--- src/rtl/dbg_pkg.sv ---
package dbg_pkg;

    localparam int CMD_W = 8;

    localparam logic [4:0] SEL_CTRL  = 5'b00000;
    localparam logic [4:0] SEL_BPC   = 5'b00001;
    localparam logic [4:0] SEL_TRC   = 5'b00011;
    localparam logic [4:0] SEL_LIMHI = 5'b00110;
    localparam logic [4:0] SEL_LIMLO = 5'b00111;
    localparam logic [4:0] SEL_CLBPC = 5'b01100;
    localparam logic [4:0] SEL_CLTRC = 5'b01110;

    typedef enum logic [2:0] {
        ST_RUN, ST_HALT, ST_ACK, ST_CMD, ST_RD, ST_WR, ST_STEP
    } dbg_state_e;

    typedef enum logic [2:0] {
        RG_CTRL, RG_BPC, RG_TRC, RG_LIMHI, RG_LIMLO
    } reg_id_e;

    localparam int NREG = 5;

    typedef struct packed {
        logic    rd;
        logic    go;
        logic    ex;
        logic    acc;
        reg_id_e id;
        logic    clr_bpc;
        logic    clr_trc;
    } cmd_dec_t;

endpackage

--- src/rtl/dbg_sync.sv ---
module dbg_sync #(
    parameter int W      = 1,
    parameter int STAGES = 2
) (
    input  logic         clk,
    input  logic         rst_n,
    input  logic [W-1:0] d_i,
    output logic [W-1:0] q_o
);
    logic [W-1:0] stg_q [STAGES];

    always_ff @(posedge clk or negedge rst_n) begin
        if (!rst_n) begin
            for (int i = 0; i < STAGES; i++) stg_q[i] <= '0;
        end else begin
            stg_q[0] <= d_i;
            for (int i = 1; i < STAGES; i++) stg_q[i] <= stg_q[i-1];
        end
    end

    assign q_o = stg_q[STAGES-1];
endmodule

--- src/rtl/dbg_cmd_decode.sv ---
module dbg_cmd_decode
    import dbg_pkg::*;
(
    input  logic [CMD_W-1:0] cmd_i,
    output cmd_dec_t         dec_o
);
    logic [4:0] sel;
    assign sel = cmd_i[4:0];

    always_comb begin
        dec_o         = '0;
        dec_o.rd      = cmd_i[7];
        dec_o.go      = cmd_i[6];
        dec_o.ex      = cmd_i[5];
        dec_o.id      = RG_CTRL;
        case (sel)
            SEL_CTRL:  begin dec_o.acc = 1'b1; dec_o.id = RG_CTRL;  end
            SEL_BPC:   begin dec_o.acc = 1'b1; dec_o.id = RG_BPC;   end
            SEL_TRC:   begin dec_o.acc = 1'b1; dec_o.id = RG_TRC;   end
            SEL_LIMHI: begin dec_o.acc = 1'b1; dec_o.id = RG_LIMHI; end
            SEL_LIMLO: begin dec_o.acc = 1'b1; dec_o.id = RG_LIMLO; end
            SEL_CLBPC: dec_o.clr_bpc = 1'b1;
            SEL_CLTRC: dec_o.clr_trc = 1'b1;
            default:   ;
        endcase
    end
endmodule

--- src/rtl/dbg_regfile.sv ---
module dbg_regfile
    import dbg_pkg::*;
#(
    parameter int DATA_W = 16
) (
    input  logic              clk,
    input  logic              rst_n,
    input  logic              wr_en_i,
    input  reg_id_e           wr_id_i,
    input  logic [DATA_W-1:0] wr_data_i,
    input  logic              clr_bpc_i,
    input  logic              clr_trc_i,
    input  reg_id_e           rd_id_i,
    output logic [DATA_W-1:0] rd_data_o
);
    logic [DATA_W-1:0] regs_d [NREG];
    logic [DATA_W-1:0] regs_q [NREG];

    always_comb begin
        regs_d = regs_q;
        if (wr_en_i)   regs_d[wr_id_i] = wr_data_i;
        if (clr_bpc_i) regs_d[RG_BPC]  = '0;
        if (clr_trc_i) regs_d[RG_TRC]  = '0;
    end

    always_ff @(posedge clk or negedge rst_n) begin
        if (!rst_n) begin
            for (int i = 0; i < NREG; i++) regs_q[i] <= '0;
        end else begin
            regs_q <= regs_d;
        end
    end

    assign rd_data_o = regs_q[rd_id_i];


    clr_bpc_zero_chk: assert property (@(posedge clk) disable iff (!rst_n)
        clr_bpc_i |=> (regs_q[RG_BPC] == '0));


    clr_trc_zero_chk: assert property (@(posedge clk) disable iff (!rst_n)
        clr_trc_i |=> (regs_q[RG_TRC] == '0));


    write_lands_chk: assert property (@(posedge clk) disable iff (!rst_n)
        (wr_en_i && !clr_bpc_i && !clr_trc_i) |=> (regs_q[$past(wr_id_i)] == $past(wr_data_i)));
endmodule

--- src/rtl/dbg_serial_port.sv ---
module dbg_serial_port
    import dbg_pkg::*;
#(
    parameter int DATA_W      = 16,
    parameter int SYNC_STAGES = 2
) (
    input  logic clk,
    input  logic rst_n,
    input  logic dbg_req_i,
    input  logic sck_i,
    input  logic sdi_i,
    input  logic core_done_i,
    output logic sdo_o,
    output logic wake_o,
    output logic save_pipe_o,
    output logic debug_mode_o,
    output logic resume_o
);
    localparam int CNT_W = (DATA_W > CMD_W) ? $clog2(DATA_W) : $clog2(CMD_W);
    localparam logic [CNT_W-1:0] CMD_LAST  = CNT_W'(CMD_W - 1);
    localparam logic [CNT_W-1:0] DATA_LAST = CNT_W'(DATA_W - 1);

    typedef struct packed {
        dbg_state_e        st;
        logic [CNT_W-1:0]  cnt;
        logic [CMD_W-1:0]  cmd;
        logic [DATA_W-1:0] dsh;
        logic              resume;
        logic              sck_prev;
    } ctl_t;

    ctl_t ctl_d, ctl_q;

    logic [2:0]        sync_s;
    logic              req_s, sck_s, sdi_s, sck_rise;
    logic [CMD_W-1:0]  cmd_next, dec_in;
    cmd_dec_t          dec;
    logic              wr_en, clr_bpc, clr_trc, fin;
    logic [DATA_W-1:0] wr_data, rd_data;

    dbg_sync #(.W(3), .STAGES(SYNC_STAGES)) i_sync (
        .clk   (clk),
        .rst_n (rst_n),
        .d_i   ({dbg_req_i, sck_i, sdi_i}),
        .q_o   (sync_s)
    );
    assign {req_s, sck_s, sdi_s} = sync_s;
    assign sck_rise = sck_s & ~ctl_q.sck_prev;
    assign cmd_next = {ctl_q.cmd[CMD_W-2:0], sdi_s};
    assign dec_in   = (ctl_q.st == ST_CMD) ? cmd_next : ctl_q.cmd;

    dbg_cmd_decode i_dec (
        .cmd_i (dec_in),
        .dec_o (dec)
    );

    dbg_regfile #(.DATA_W(DATA_W)) i_regs (
        .clk       (clk),
        .rst_n     (rst_n),
        .wr_en_i   (wr_en),
        .wr_id_i   (dec.id),
        .wr_data_i (wr_data),
        .clr_bpc_i (clr_bpc),
        .clr_trc_i (clr_trc),
        .rd_id_i   (dec.id),
        .rd_data_o (rd_data)
    );

    always_comb begin
        ctl_d          = ctl_q;
        ctl_d.resume   = 1'b0;
        ctl_d.sck_prev = sck_s;
        wr_en          = 1'b0;
        wr_data        = {ctl_q.dsh[DATA_W-2:0], sdi_s};
        clr_bpc        = 1'b0;
        clr_trc        = 1'b0;
        fin            = 1'b0;
        save_pipe_o    = 1'b0;

        case (ctl_q.st)
            ST_RUN: begin
                if (req_s) ctl_d.st = ST_HALT;
            end
            ST_HALT: begin
                if (core_done_i) begin
                    save_pipe_o = 1'b1;
                    ctl_d.st    = ST_ACK;
                    ctl_d.cnt   = '0;
                    ctl_d.cmd   = '0;
                end
            end
            ST_ACK: begin
                if (!req_s) begin
                    ctl_d.st  = ST_CMD;
                    ctl_d.cnt = '0;
                end
            end
            default: begin
                if (req_s) begin
                    ctl_d.st  = ST_ACK;
                    ctl_d.cnt = '0;
                    ctl_d.cmd = '0;
                end else begin
                    case (ctl_q.st)
                        ST_CMD: if (sck_rise) begin
                            ctl_d.cmd = cmd_next;
                            if (ctl_q.cnt == CMD_LAST) begin
                                ctl_d.cnt = '0;
                                if (dec.acc) begin
                                    if (dec.rd) begin
                                        ctl_d.dsh = rd_data;
                                        ctl_d.st  = ST_RD;
                                    end else begin
                                        ctl_d.st  = ST_WR;
                                    end
                                end else begin
                                    clr_bpc = dec.clr_bpc;
                                    clr_trc = dec.clr_trc;
                                    fin     = 1'b1;
                                end
                            end else begin
                                ctl_d.cnt = ctl_q.cnt + 1'b1;
                            end
                        end
                        ST_RD: if (sck_rise) begin
                            ctl_d.dsh = {ctl_q.dsh[DATA_W-2:0], 1'b0};
                            if (ctl_q.cnt == DATA_LAST) fin = 1'b1;
                            else ctl_d.cnt = ctl_q.cnt + 1'b1;
                        end
                        ST_WR: if (sck_rise) begin
                            ctl_d.dsh = wr_data;
                            if (ctl_q.cnt == DATA_LAST) begin
                                wr_en = 1'b1;
                                fin   = 1'b1;
                            end else begin
                                ctl_d.cnt = ctl_q.cnt + 1'b1;
                            end
                        end
                        ST_STEP: if (core_done_i) ctl_d.st = ST_ACK;
                        default: ctl_d.st = ST_RUN;
                    endcase

                    if (fin) begin
                        ctl_d.cnt = '0;
                        if (dec.go) begin
                            ctl_d.resume = 1'b1;
                            ctl_d.st     = dec.ex ? ST_RUN : ST_STEP;
                        end else begin
                            ctl_d.st     = ST_CMD;
                        end
                    end
                end
            end
        endcase
    end

    always_ff @(posedge clk or negedge rst_n) begin
        if (!rst_n) begin
            ctl_q    <= '0;
            ctl_q.st <= ST_RUN;
        end else begin
            ctl_q <= ctl_d;
        end
    end

    assign wake_o       = req_s;
    assign resume_o     = ctl_q.resume;
    assign debug_mode_o = (ctl_q.st == ST_ACK) || (ctl_q.st == ST_CMD) ||
                          (ctl_q.st == ST_RD)  || (ctl_q.st == ST_WR);
    assign sdo_o        = (ctl_q.st == ST_ACK) ||
                          ((ctl_q.st == ST_RD) && ctl_q.dsh[DATA_W-1]);


    save_then_halt_chk: assert property (@(posedge clk) disable iff (!rst_n)
        save_pipe_o |=> debug_mode_o);


    entry_ack_chk: assert property (@(posedge clk) disable iff (!rst_n)
        $rose(debug_mode_o) |-> sdo_o);


    resume_pulse_chk: assert property (@(posedge clk) disable iff (!rst_n)
        resume_o |=> !resume_o);


    resume_leaves_chk: assert property (@(posedge clk) disable iff (!rst_n)
        resume_o |-> !debug_mode_o);


    decode_excl_chk: assert property (@(posedge clk) disable iff (!rst_n)
        $onehot0({dec.acc, dec.clr_bpc, dec.clr_trc}));


    cmd_count_chk: assert property (@(posedge clk) disable iff (!rst_n)
        (ctl_q.st == ST_CMD) |-> (ctl_q.cnt <= CMD_LAST));
endmodule

--- config.mk ---
export PLATFORM = sky130hd
export DESIGN_NAME = dbg_serial_port
export DESIGN_NICKNAME = d
export VERILOG_FILES = /design/src/rtl/dbg_pkg.sv /design/src/rtl/dbg_sync.sv /design/src/rtl/dbg_cmd_decode.sv /design/src/rtl/dbg_regfile.sv /design/src/rtl/dbg_serial_port.sv
export SDC_FILE = /design/constraint.sdc
export NUM_CORES = 1
export LEC_CHECK = 0
export CAP_MARGIN = 20
export CORE_MARGIN = 5
export CORE_UTILIZATION = 40
export DETAILED_ROUTE_END_ITERATION = 8
export PLACE_DENSITY = 0.63
export SYNTH_ARGS = -nofsm -noshare
export SYNTH_HDL_FRONTEND = slang
export SYNTH_HIERARCHICAL = 1
export SYNTH_SLANG_ARGS = --single-unit
--- constraint.sdc ---
create_clock -name clk -period 3.65 [get_ports clk]
set_clock_uncertainty 0.05 [all_clocks]
set_input_delay 0.73 -clock clk [delete_from_list [all_inputs] [get_ports clk]]
set_output_delay 0.73 -clock clk [all_outputs]
set_load 0.02 [all_outputs]
After elaboration in Yosys (flattened, before gate mapping). Index checks and enable logic that the tools add are counted.

Output and inout port bits: 5. Register bits after elaboration: 119. RAM bits: 0. Memories: 0. Memory bits (read-only): 0. Logic and storage cells: 143. Input bits: 6. Bits in latches: 0.

Mux-type cells: 69. Shifts and indexed selects: 0. Bitwise operators: 7. Divide/modulo/power cells: 0. Reduce and logical (&&, ||, !) cells: 21. Add/subtract/negate cells: 1. Magnitude comparators: 2. Equal/unequal tests: 30. Multiply operators: 0.

Operators with widths (number): 16-bit 2-to-1 mux (10); 80-bit bitwise mux (1); 64-bit 2-to-1 mux (1); 16-bit binary-select mux with 3-bit select (1); 16-bit demux with 3-bit select (1); 16-bit case mux with 3 select lines (1); 1-bit 2-to-1 mux (31); 31-bit 2-to-1 mux (1); 15-bit 2-to-1 mux (2); 4-bit case mux with 5 select lines (1); 3-bit 2-to-1 mux (6); 6-bit by 2-bit inequality test with 1-bit output, second input constant (3); 3-bit case mux with 3 select lines (2); 8-bit 2-to-1 mux (2); 8-bit case mux with 2 select lines (1); 7-bit 2-to-1 mux (2); 2-bit inequality test, second input constant (7); 4-bit 2-to-1 mux (3); 6-bit by 1-bit inequality test with 1-bit output, second input constant (2); 4-bit case mux with 3 select lines (1); 5-bit by 3-bit == test with 1-bit output, second input constant (2); 5-bit by 4-bit == test with 1-bit output, second input constant (2); 3-bit == test, second input constant (3); 9-bit AND reduction (1); 29 further kinds (43).

Depth between registers and ports, before layout.
Depth in word-level cells: 16. Depth in mapped cells: 14. Mapped depth without buffers: 9.

Cells and area by module. Netlist, hierarchy kept.

By module, submodules not included: dbg_regfile (seq. area each 2001.9 um^2, times used 1, area an instance 3818.7 um^2, cells an instance 326); dbg_serial_port (seq. area each 825.8 um^2, times used 1, area an instance 1953.1 um^2, cells an instance 232); dbg_sync (seq. area each 150.1 um^2, times used 1, area an instance 172.7 um^2, cells an instance 9); dbg_cmd_decode (seq. area each 0.0 um^2, times used 1, area an instance 118.9 um^2, cells an instance 17).

Worst setup path after synthesis. Ideal clock, no wire load.

Path type: register to register. Start: register ctl_q[32] in the netlist's numbering. End: register ctl_q[26] in the netlist's numbering. Required time: 3508 ps. Stages on the path, launching flop included: 12. Arrival: 3167 ps. Period minus slack after synthesis: 3309 ps. Setup time: 92 ps. Path buffers: 2. Path slack: 341 ps. Path through: dfrtp_1 buf_4 nand3b_4 buf_2 mux2_2 nor3b_1 a2111oi_1 or2_1 o22ai_4 and2_4 or4_4 o31ai_2.

RTL lines: from (decl) (line dbg_serial_port.sv:32) `ctl_t ctl_d, ctl_q;`; from (signal assigned) (line dbg_serial_port.sv:162) `ctl_q <= ctl_d;`.

==> run summary <==
Initial Util -> 40.3%
Number of synthesized flops with an enable pin -> 0
Reg2Reg Setup Slack -> 0.54 ns
Pre-CTS setup slack -> 0.534 ns
Die W -> 133 µm
Antenna violations before repair -> 0
Remaining DRCs -> 0
CP startpoint kind -> flip-flop
Post_cts resized -> 0
Most common flop cell mapped by yosys -> dfrtp_1
Top cell type's share of synthesized area -> 49.1%
Syn Nets -> 591
First-pass GRT wire length -> 23200 µm
Global route total overflow -> 0
Nets -> 607
Met3 GRT Util -> 4.08%
Maximum vdd ir drop -> 0.336 mV
Buffer count from post-CTS setup fixing -> 0
ANT cells -> 0
Layout overhead on the synthesized area -> 16.0%
Post-route cell area -> 7030 µm²
Crit Path Max Fanout -> 13
Leading area contributor after synthesis -> dfrtp_1
Distinct cell type count after synthesis -> 68
Grt met2 use -> 26.9%
P_leak -> 3.08 nW
Critical path endpoint category -> flip-flop
Setup CP Type -> flip-flop to flip-flop
Yosys reg bits -> 119
TritonCTS clock tree -> yes
Placer Congestion -> 0.796
Final setup TNS -> 0 ns
RSZ-0062 raised after global routing -> no
Clk buf depth -> 2
Hold Path Class -> flip-flop to flip-flop
Average wire per standard cell -> 17.4 µm
Reg-to-Reg Start -> ctl_q[32]$_DFFE_PN0P_
CTS buffer count -> 17
Period utilization -> 85.2%
Routed WL -> 13900 µm
Synth top area cells -> dfrtp_1, mux2_2, nand2_1
Final Power -> 4.19 mW
Setup ws final -> 0.542 ns
FP Rows -> 45
Fin. max-slew vios -> 0
Placed instance area -> 6420 µm²
H-tree Lvls -> 4
Io pins -> 11
Worst reg-to-reg path cell count -> 10
Largest net degree at the start of global routing -> 62
Grt met1 use -> 21.4%
Skew-Pair Late Insertion Delay -> 0.42 ns
Reg2Reg Capture Point -> ctl_q[26]$_DFFE_PN0P_
Sequence of cells on the critical path -> nand3b_4, mux2_2, nor3b_1, a2111oi_1, buf_4, or2_1, o22ai_4, and2_4, or4_4, o31ai_2
Area occupied by multi-input gates -> 2820 µm²
CP required -> 3.93 ns
Power per cell area -> 596 nW/µm²
Placed wire-length estimate -> 9050 µm
Register area -> 2980 µm²
Crit path launch -> ctl_q[32]$_DFFE_PN0P_
Seq/Total Area, Yosys -> 49.1%
Synth Area per Inst -> 10.4 µm²
Max-Slew Margin vs Limit -> 41.3%
Total GRT Usage -> 16.6%
Die height -> 133 µm
Most used routing layer in global routing -> met2
Layout cells sized above 1 -> 25.0%
Final ANT Viol Nets -> 0
DIE AREA -> 17700 µm²
Crit-path slowest cell -> or4_4
Post-synthesis instance area -> 6060 µm²
Fillers -> 1335
Post-synth ARST share -> 100%
Final hold viol count -> 0
Arr. time, crit path -> 3.38 ns
CTS Hold Bufs -> 0
Core footprint -> 15000 µm²
Ys Warns -> 6
Largest stage delay, worst path -> 0.53 ns
Drt pass-1 iters -> 5
Worst slew pin tran -> 0.875 ns
Final setup viols -> 0
Clock root buffer -> clkbuf_16
# port buffers -> 10
DRT iter0 DRCs -> 297
Fmax achieved -> 322 MHz
Crit path to -> ctl_q[26]$_DFFE_PN0P_
Vias per cell -> 5.52
Max Cap Viol -> 0
Via count -> 4418
Status -> completed
Minimum clock period -> 3.11 ns
Vias in the first global route -> 4456
Num Clock Sinks -> 119
Clk pin slew, worst setup/hold paths -> 0.06 ns
Mapped Cells -> 584
[flip-flops by register name (all words and copies together), names as in the netlist]
name / flops
cmd_next: 7
ctl_q: 25
i_sync/q_o: 3
i_regs/regs_q: 80
i_sync/stg_q: 3
resume_o: 1
[where the power goes]
part | internal (mW) | total (mW) | switching, mW
logic | 0.418 | 1.04 | 0.626
registers | 1.37 | 1.44 | 0.0658
clock network | 1.10 | 1.71 | 0.613
[critical path, delay by kind of cell, from the launching register on]
kind	cells	cell delay [ns]
multiplexers	1	0.38
AO/OA/AOI/OAI	3	0.71
flip-flops	1	0.38
buffers and inverters	1	0.20
AND/OR/NAND/NOR	5	1.28
[cells by family (layout without fill, tap and decap cells)]
logic type,after synthesis,in the layout,synth area share [%]
fa+ha+maj,1,1,0.206
simple gates,213,213,16.8
mux,89,89,16.8
buf+inv,51,80,4.66
flops,119,119,49.1
xor+xnor,1,1,0.144
compound gates,110,110,12.3
[final cells by class]
type                    count  area share [%]
clock inverters            13            2.44
flip-flops and latches    119            42.3
multi-input cells         414            40.1
clock buffers              19            6.30
inverters                   6           0.320
repair buffers             42            5.16
well taps                 188            3.34
[stage by stage]
step                cells  hold slack (ns)  util, %
floorplan             584            0.281        -
global route          801            0.301     46.8
detailed placement    769            0.286     42.7
global placement      769            0.285     42.7
finish                801            0.297     46.8
CTS                   801            0.298     46.8
[worst min-delay path by stage]
| stage | slack (ns) | endpoint | cells after the start | startpoint |
|---|---|---|---|---|
| floorplan | 0.28 | i_sync/q_o[0]$_DFF_PN0_ | 0 | i_sync/stg_q[3]$_DFF_PN0_ |
| CTS | 0.30 | i_sync/q_o[0]$_DFF_PN0_ | 0 | i_sync/stg_q[3]$_DFF_PN0_ |
| global placement | 0.28 | i_sync/q_o[2]$_DFF_PN0_ | 0 | i_sync/stg_q[5]$_DFF_PN0_ |
| finish | 0.30 | i_sync/q_o[0]$_DFF_PN0_ | 0 | i_sync/stg_q[3]$_DFF_PN0_ |
| global route | 0.30 | i_sync/q_o[0]$_DFF_PN0_ | 0 | i_sync/stg_q[3]$_DFF_PN0_ |
| detailed placement | 0.29 | i_sync/q_o[0]$_DFF_PN0_ | 0 | i_sync/stg_q[3]$_DFF_PN0_ |
[synthesized netlist by cell type, types with 8 or more instances]
cell,number
nand2_1,125
dfrtp_1,119
mux2_2,61
a21oi_1,40
nor2_1,39
a31oi_1,17
mux2i_1,17
buf_2,16
a221o_1,14
o21ai_0,14
buf_4,11
clkbuf_1,10
mux2_4,10
nand2b_1,8
[placed cells by master (no fill, tap or decap), types with 3 or more instances in the layout]
cell type / netlist / routed
inv_1: 5 / 5
buf_4: 11 / 31
nor4_1: 4 / 4
nor3_1: 4 / 4
mux2_4: 10 / 10
a31oi_1: 17 / 17
nor2_1: 39 / 39
and3_1: 3 / 3
clkbuf_16: 0 / 17
mux2i_1: 17 / 17
nor3b_1: 3 / 3
nand2_1: 125 / 125
o21ai_0: 14 / 14
nor2b_1: 3 / 3
nand2b_1: 8 / 8
mux2_2: 61 / 61
o21ai_1: 4 / 4
bufinv_16: 0 / 3
clkdlybuf4s50_1: 0 / 9
dfrtp_1: 119 / 119
a21oi_1: 40 / 40
a221o_1: 14 / 14
clkinv_4: 0 / 5
[per-layer routing]
layer	part of all wire, %	wire length, µm
met1	44	6170
met2	49	6800
met3	4.5	633
met4	2.2	308
met5	0	0
Power figures use the tool's default switching activity.
